`config.mk`:
```
export PLATFORM = sky130hd
export DESIGN_NAME = intc_cmd_port
export DESIGN_NICKNAME = d
export VERILOG_FILES = /design/src/rtl/intc_cmd_port.sv
export SDC_FILE = /design/constraint.sdc
export NUM_CORES = 1
export LEC_CHECK = 0
export BUFFER_PORTS_ARGS = -buffer_cell sky130_fd_sc_hd__buf_2
export CORE_ASPECT_RATIO = 1.2
export CORE_UTILIZATION = 50
export CTS_BUF_LIST = sky130_fd_sc_hd__clkbuf_16
export CTS_CLUSTER_SIZE = 10
export DETAILED_ROUTE_END_ITERATION = 12
export PLACE_DENSITY_LB_ADDON = 0.08
export SYNTH_ARGS = -nofsm -noshare
export SYNTH_HDL_FRONTEND = slang
export SYNTH_SLANG_ARGS = --single-unit
```
`constraint.sdc`:
```
create_clock -name clk -period 10.5 [get_ports clk]
set_input_delay 2.625 -clock clk [delete_from_list [all_inputs] [get_ports clk]]
set_output_delay 2.625 -clock clk [all_outputs]
set_load 0.005 [all_outputs]
```
`src/rtl/intc_cmd_port.sv`:
```
module intc_cmd_port #(
  parameter int LINES = 8
) (
  input  logic                     clk,
  input  logic                     rst_n,
  input  logic                     wr_en,
  input  logic                     rd_en,
  input  logic                     addr,
  input  logic [7:0]               wdata,
  output logic [7:0]               rdata,
  input  logic [LINES-1:0]         irr,
  input  logic                     win_valid,
  input  logic [$clog2(LINES)-1:0] win_line,
  input  logic                     ack,
  output logic [7:0]               vector,
  output logic [LINES-1:0]         imr,
  output logic [LINES-1:0]         isr,
  output logic [$clog2(LINES)-1:0] rot_base,
  output logic [7-$clog2(LINES):0] vec_base,
  output logic                     nested,
  output logic                     auto_eoi,
  output logic                     special_mask,
  output logic                     init_busy
);
  localparam int LW = $clog2(LINES);

  localparam logic [1:0] ST_RUN  = 2'd0;
  localparam logic [1:0] ST_BASE = 2'd1;
  localparam logic [1:0] ST_CASC = 2'd2;
  localparam logic [1:0] ST_MODE = 2'd3;

  logic [1:0]    st_q;
  logic          need4_q, single_q, rot_aeoi_q, sel_isr_q, poll_q;
  logic [LW-1:0] top_line;
  logic          top_valid;

  assign init_busy = (st_q != ST_RUN);

  always_comb begin
    top_line  = '0;
    top_valid = 1'b0;
    for (int i = LINES - 1; i >= 0; i--) begin
      if (isr[rot_base + LW'(i)]) begin
        top_line  = rot_base + LW'(i);
        top_valid = 1'b1;
      end
    end
  end

  assign vector = {vec_base, (win_valid ? win_line : LW'(LINES - 1))};

  always_comb begin
    if (poll_q)
      rdata = win_valid ? (8'h80 | 8'(win_line)) : 8'h00;
    else if (addr)
      rdata = 8'(imr);
    else
      rdata = sel_isr_q ? 8'(isr) : 8'(irr);
  end

  logic       cmd_w, ocw3_w, icw1_w, data_w;
  logic [2:0] cmd;
  logic       take;

  assign icw1_w = wr_en && !addr && wdata[4];
  assign ocw3_w = wr_en && !addr && !wdata[4] && wdata[3];
  assign cmd_w  = wr_en && !addr && !wdata[4] && !wdata[3];
  assign data_w = wr_en && addr;
  assign cmd    = wdata[7:5];
  assign take   = !wr_en && ((rd_en && poll_q) || ack) && win_valid;

  always_ff @(posedge clk) begin
    if (!rst_n) begin
      st_q         <= ST_RUN;
      imr          <= '0;
      isr          <= '0;
      rot_base     <= '0;
      vec_base     <= '0;
      nested       <= 1'b0;
      auto_eoi     <= 1'b0;
      special_mask <= 1'b0;
      need4_q      <= 1'b0;
      single_q     <= 1'b0;
      rot_aeoi_q   <= 1'b0;
      sel_isr_q    <= 1'b0;
      poll_q       <= 1'b0;
    end else if (icw1_w) begin
      st_q         <= ST_BASE;
      imr          <= '0;
      isr          <= '0;
      rot_base     <= '0;
      vec_base     <= '0;
      nested       <= 1'b0;
      auto_eoi     <= 1'b0;
      special_mask <= 1'b0;
      rot_aeoi_q   <= 1'b0;
      sel_isr_q    <= 1'b0;
      poll_q       <= 1'b0;
      need4_q      <= wdata[0];
      single_q     <= wdata[1];
    end else if (ocw3_w) begin
      if (wdata[2]) poll_q <= 1'b1;
      if (wdata[1]) sel_isr_q <= wdata[0];
      if (wdata[6]) special_mask <= wdata[5];
    end else if (cmd_w) begin
      case (cmd)
        3'd0, 3'd4: rot_aeoi_q <= cmd[2];
        3'd1, 3'd5: begin
          if (top_valid) begin
            isr[top_line] <= 1'b0;
            if (cmd[2]) rot_base <= top_line + 1'b1;
          end
        end
        3'd3: isr[wdata[LW-1:0]] <= 1'b0;
        3'd6: rot_base <= wdata[LW-1:0] + 1'b1;
        3'd7: begin
          isr[wdata[LW-1:0]] <= 1'b0;
          rot_base <= wdata[LW-1:0] + 1'b1;
        end
        default: ;
      endcase
    end else if (data_w) begin
      case (st_q)
        ST_RUN:  imr <= wdata[LINES-1:0];
        ST_BASE: begin
          vec_base <= wdata[7:LW];
          st_q <= single_q ? (need4_q ? ST_MODE : ST_RUN) : ST_CASC;
        end
        ST_CASC: st_q <= need4_q ? ST_MODE : ST_RUN;
        default: begin
          nested   <= wdata[4];
          auto_eoi <= wdata[1];
          st_q     <= ST_RUN;
        end
      endcase
    end else begin
      if (rd_en && poll_q) poll_q <= 1'b0;
      if (take) begin
        if (!auto_eoi)
          isr[win_line] <= 1'b1;
        else if (rot_aeoi_q)
          rot_base <= win_line + 1'b1;
      end
    end
  end
endmodule

```
==> impl_metrics.ini <==
[logic_synthesis]
synth-compound-area-share = 0.211
synth_top_area_share = 0.255
synth_top_family_by_area = simple AND/OR/NAND/NOR gates
synth_seq_cells = 34
synth_xor_area_frac = 0.0131
ys_warn_count = 0
synth_simple_gate_area_frac = 0.225
yosysSeqAreaShare = 0.255
ys.flop_type = dfxtp_1
avgSynthCellArea_um2 = 7.99
synth.most_common_cell = nor2_1
yosys-top-cells-count = 46 x nor2_1, 34 x dfxtp_1, 32 x a21oi_1
synth_top_cell_by_area = dfxtp_1
synth_edf_count = 0
synth_mux_area_frac = 0.203
synthTopCellsByArea = dfxtp_1 25%, mux2i_1 12%, nor2_1 6.5%, a21oi_1 6.0%, mux4_2 5.9%
synth_area_mm2 = 0.00267
synth_cell_types = 57
async_flop_share = 0
synth_nets = 367
synth_fa_ha_area_frac = 0.0328
syn_inst = 334

[die]
die_h_um = 82.1
fp-row-count = 28
start_util = 0.529
fp.coreArea_mm2 = 0.00504
die_x_um = 68.7
dieArea_mm2 = 0.00564
io_pins = 70

[power_and_ir_drop]
power.internal_w = 0.000237
p_per_area_mw_per_mm2 = 104
seq_power_share = 0.418
pwr-share-comb = 0.151
clock_power_share = 0.431
sw_frac_of_total = 0.265
power_switching_w = 0.0000858
p_leak_nw = 1.41
peakVddDrop_uv = 93.4

[global_route]
gr-total-overflow = 0
grt_pass1_wl_mm = 11.7
grt_max_degree = 29
grt_usage = 0.281
antenna_found_initial = 0
grt_pass1_vias = 2472

[timing]
max_slew.worst_pin.slew_ns = 0.728
rsz0062_at_grt = no
setup_viol = 0
min_period_ns = 6.01
worst_slew_margin_rel = 0.508
setup_tns_ns = 0
min_period_over_period = 0.573
slew_violations = 0
hold_viol_final = 0
holdWs_ns = 0.483
fmax_mhz = 166
clock_skew_ns = 0.00471

[clocking]
cts_tree = yes
clk_latency_ns = 0.28
cts_inserted_buffers = 5
cts-htree-levels = 2
cts_buffer_depth = 2
clock_tree.root_cell = clkbuf_16
post_cts_buffers = 0
clkSlewWorstSetupHoldPaths_ns = 0.06
ctsResizeCount = 0
clkSinkCount = 34
cts_hold_buffers = 0

[placement]
place_congestion = 0.821
dp_hpwl_mm = 5.53
port_buffers = 69
dpl_cell_area_mm2 = 0.00298

[job]
drv_cap = 0

[final_layout]
fillers = 468
seqCellArea_um2 = 681
fin_nets = 421
antenna_cells = 0
finish.instance_area_mm2 = 0.00312
area_growth_pct = 16.8
multi_input_comb_area_mm2 = 0.00183
drive_above_1_share = 0.237

[critical_path]
worstSetupStartpointType = input pin
rrSetupSlack_ns = 5.82
rr_worst_depth = 16
critPathArrivalTime_ns = 3.39
endpoint_kind = output port
r2r-start = rot_base[1]$_SDFFE_PP0P_
reg2reg_to = rot_base[2]$_SDFFE_PP0P_
worstSetupPathType = input pin to output port
critical_path_peak_fanout = 25
crit_start = addr
crit_required_ns = 7.88

[routing]
wl_mm = 7.54
drtAntennaViolNets = 0
drt_iter0_markers = 94
dr_total_vias = 2728
avgViaCountPerCell = 6.09
drc = 0
avgRoutedWirePerCell_um = 16.8
dr.pass1.iters = 4

[worst_hold_path]
hp-class = flop to flop
hp-start = special_mask$_SDFFE_PP0P_
min_delay_worst_endpoint = special_mask$_SDFFE_PP0P_
hold_path_depth = 2

[status]
status = finished, final reports clean
[per-stage QoR]
stage	util	power, W	cells	setup slack, ns
floorplan	-	0.000167	334	4.43
global placement	0.591	0.000185	441	4.50
detailed placement	0.591	0.000186	441	4.48
CTS	0.618	0.000323	448	4.49
global route	0.618	0.000335	448	4.36
finish	0.618	0.000323	448	4.49
[flip-flops by register name, indices dropped and copies added (netlist names)]
signal / cells
auto_eoi: 1
single_q: 1
need4_q: 1
special_mask: 1
sel_isr_q: 1
vec_base: 5
imr: 8
rot_base: 3
st_q: 2
rot_aeoi_q: 1
isr: 8
poll_q: 1
nested: 1
[how the worst max path moves through the flow]
stage | to | slack (ns) | cells after the start
after global routing | rdata[7] | 4.36 | 5
after CTS | rdata[0] | 4.49 | 5
after detailed placement | rdata[0] | 4.48 | 5
after floorplan | rdata[0] | 4.43 | 4
final | rdata[0] | 4.49 | 5
after global placement | rdata[1] | 4.50 | 5
[power by group through the flow]
stage               Clock, W  Sequential (W)  Combinational, W
floorplan                  0        0.000137         0.0000301
global placement           0        0.000138         0.0000479
detailed placement         0        0.000138         0.0000481
CTS                 0.000139        0.000135         0.0000485
global route        0.000145        0.000135         0.0000546
finish              0.000139        0.000135         0.0000488
[metal layers]
| layer | vias up | part of all wire | GRT usage |
|---|---|---|---|
| met2 | 82 | 0.50 | 0.496 |
| met1 | 1304 | 0.44 | 0.333 |
| met4 | 0 | 0.0098 | 0.106 |
| li1 | 1335 | - | - |
| met5 | - | 0 | 0 |
| met3 | 7 | 0.050 | 0.0486 |
[critical path: stages]
cell and delay [ns]:
buf_2 0.32, nor2_1 0.10, a21oi_1 0.11, o21ai_0 0.08, buf_2 0.15
[placed cells by master, fill, tap and decap left out, types with 3 or more instances in the layout]
cell / instances
clkbuf_16: 5
mux4_2: 7
nor3b_1: 3
mux2i_1: 31
a211o_1: 7
a31oi_1: 13
nor2_1: 46
nand2b_1: 4
dfxtp_1: 34
a22oi_1: 3
ha_1: 7
nor2b_1: 5
and3_1: 4
nand3b_1: 4
mux2_2: 3
nand3_1: 14
nor3_1: 9
nand2_1: 21
a21oi_1: 32
xor2_1: 3
o21ai_1: 4
inv_1: 12
buf_2: 69
o21ai_0: 12
[area by class of cell]
cell class | count | share of cell area
multi-input combinational | 265 | 0.587
sequential | 34 | 0.218
timing repair buffer | 70 | 0.113
clock buffer | 5 | 0.0401
tap | 60 | 0.0241
inverter | 12 | 0.0144
clock inverter | 2 | 0.00321
[cells by family (layout without fill, tap and decap cells)]
family	count (synthesis)	count (layout)
mux	43	43
buf+inv	35	89
fa+ha+maj	7	7
simple gates	122	122
compound gates	89	89
flops	34	34
xor+xnor	4	4
No activity file was read; power rests on OpenSTA's default activity.
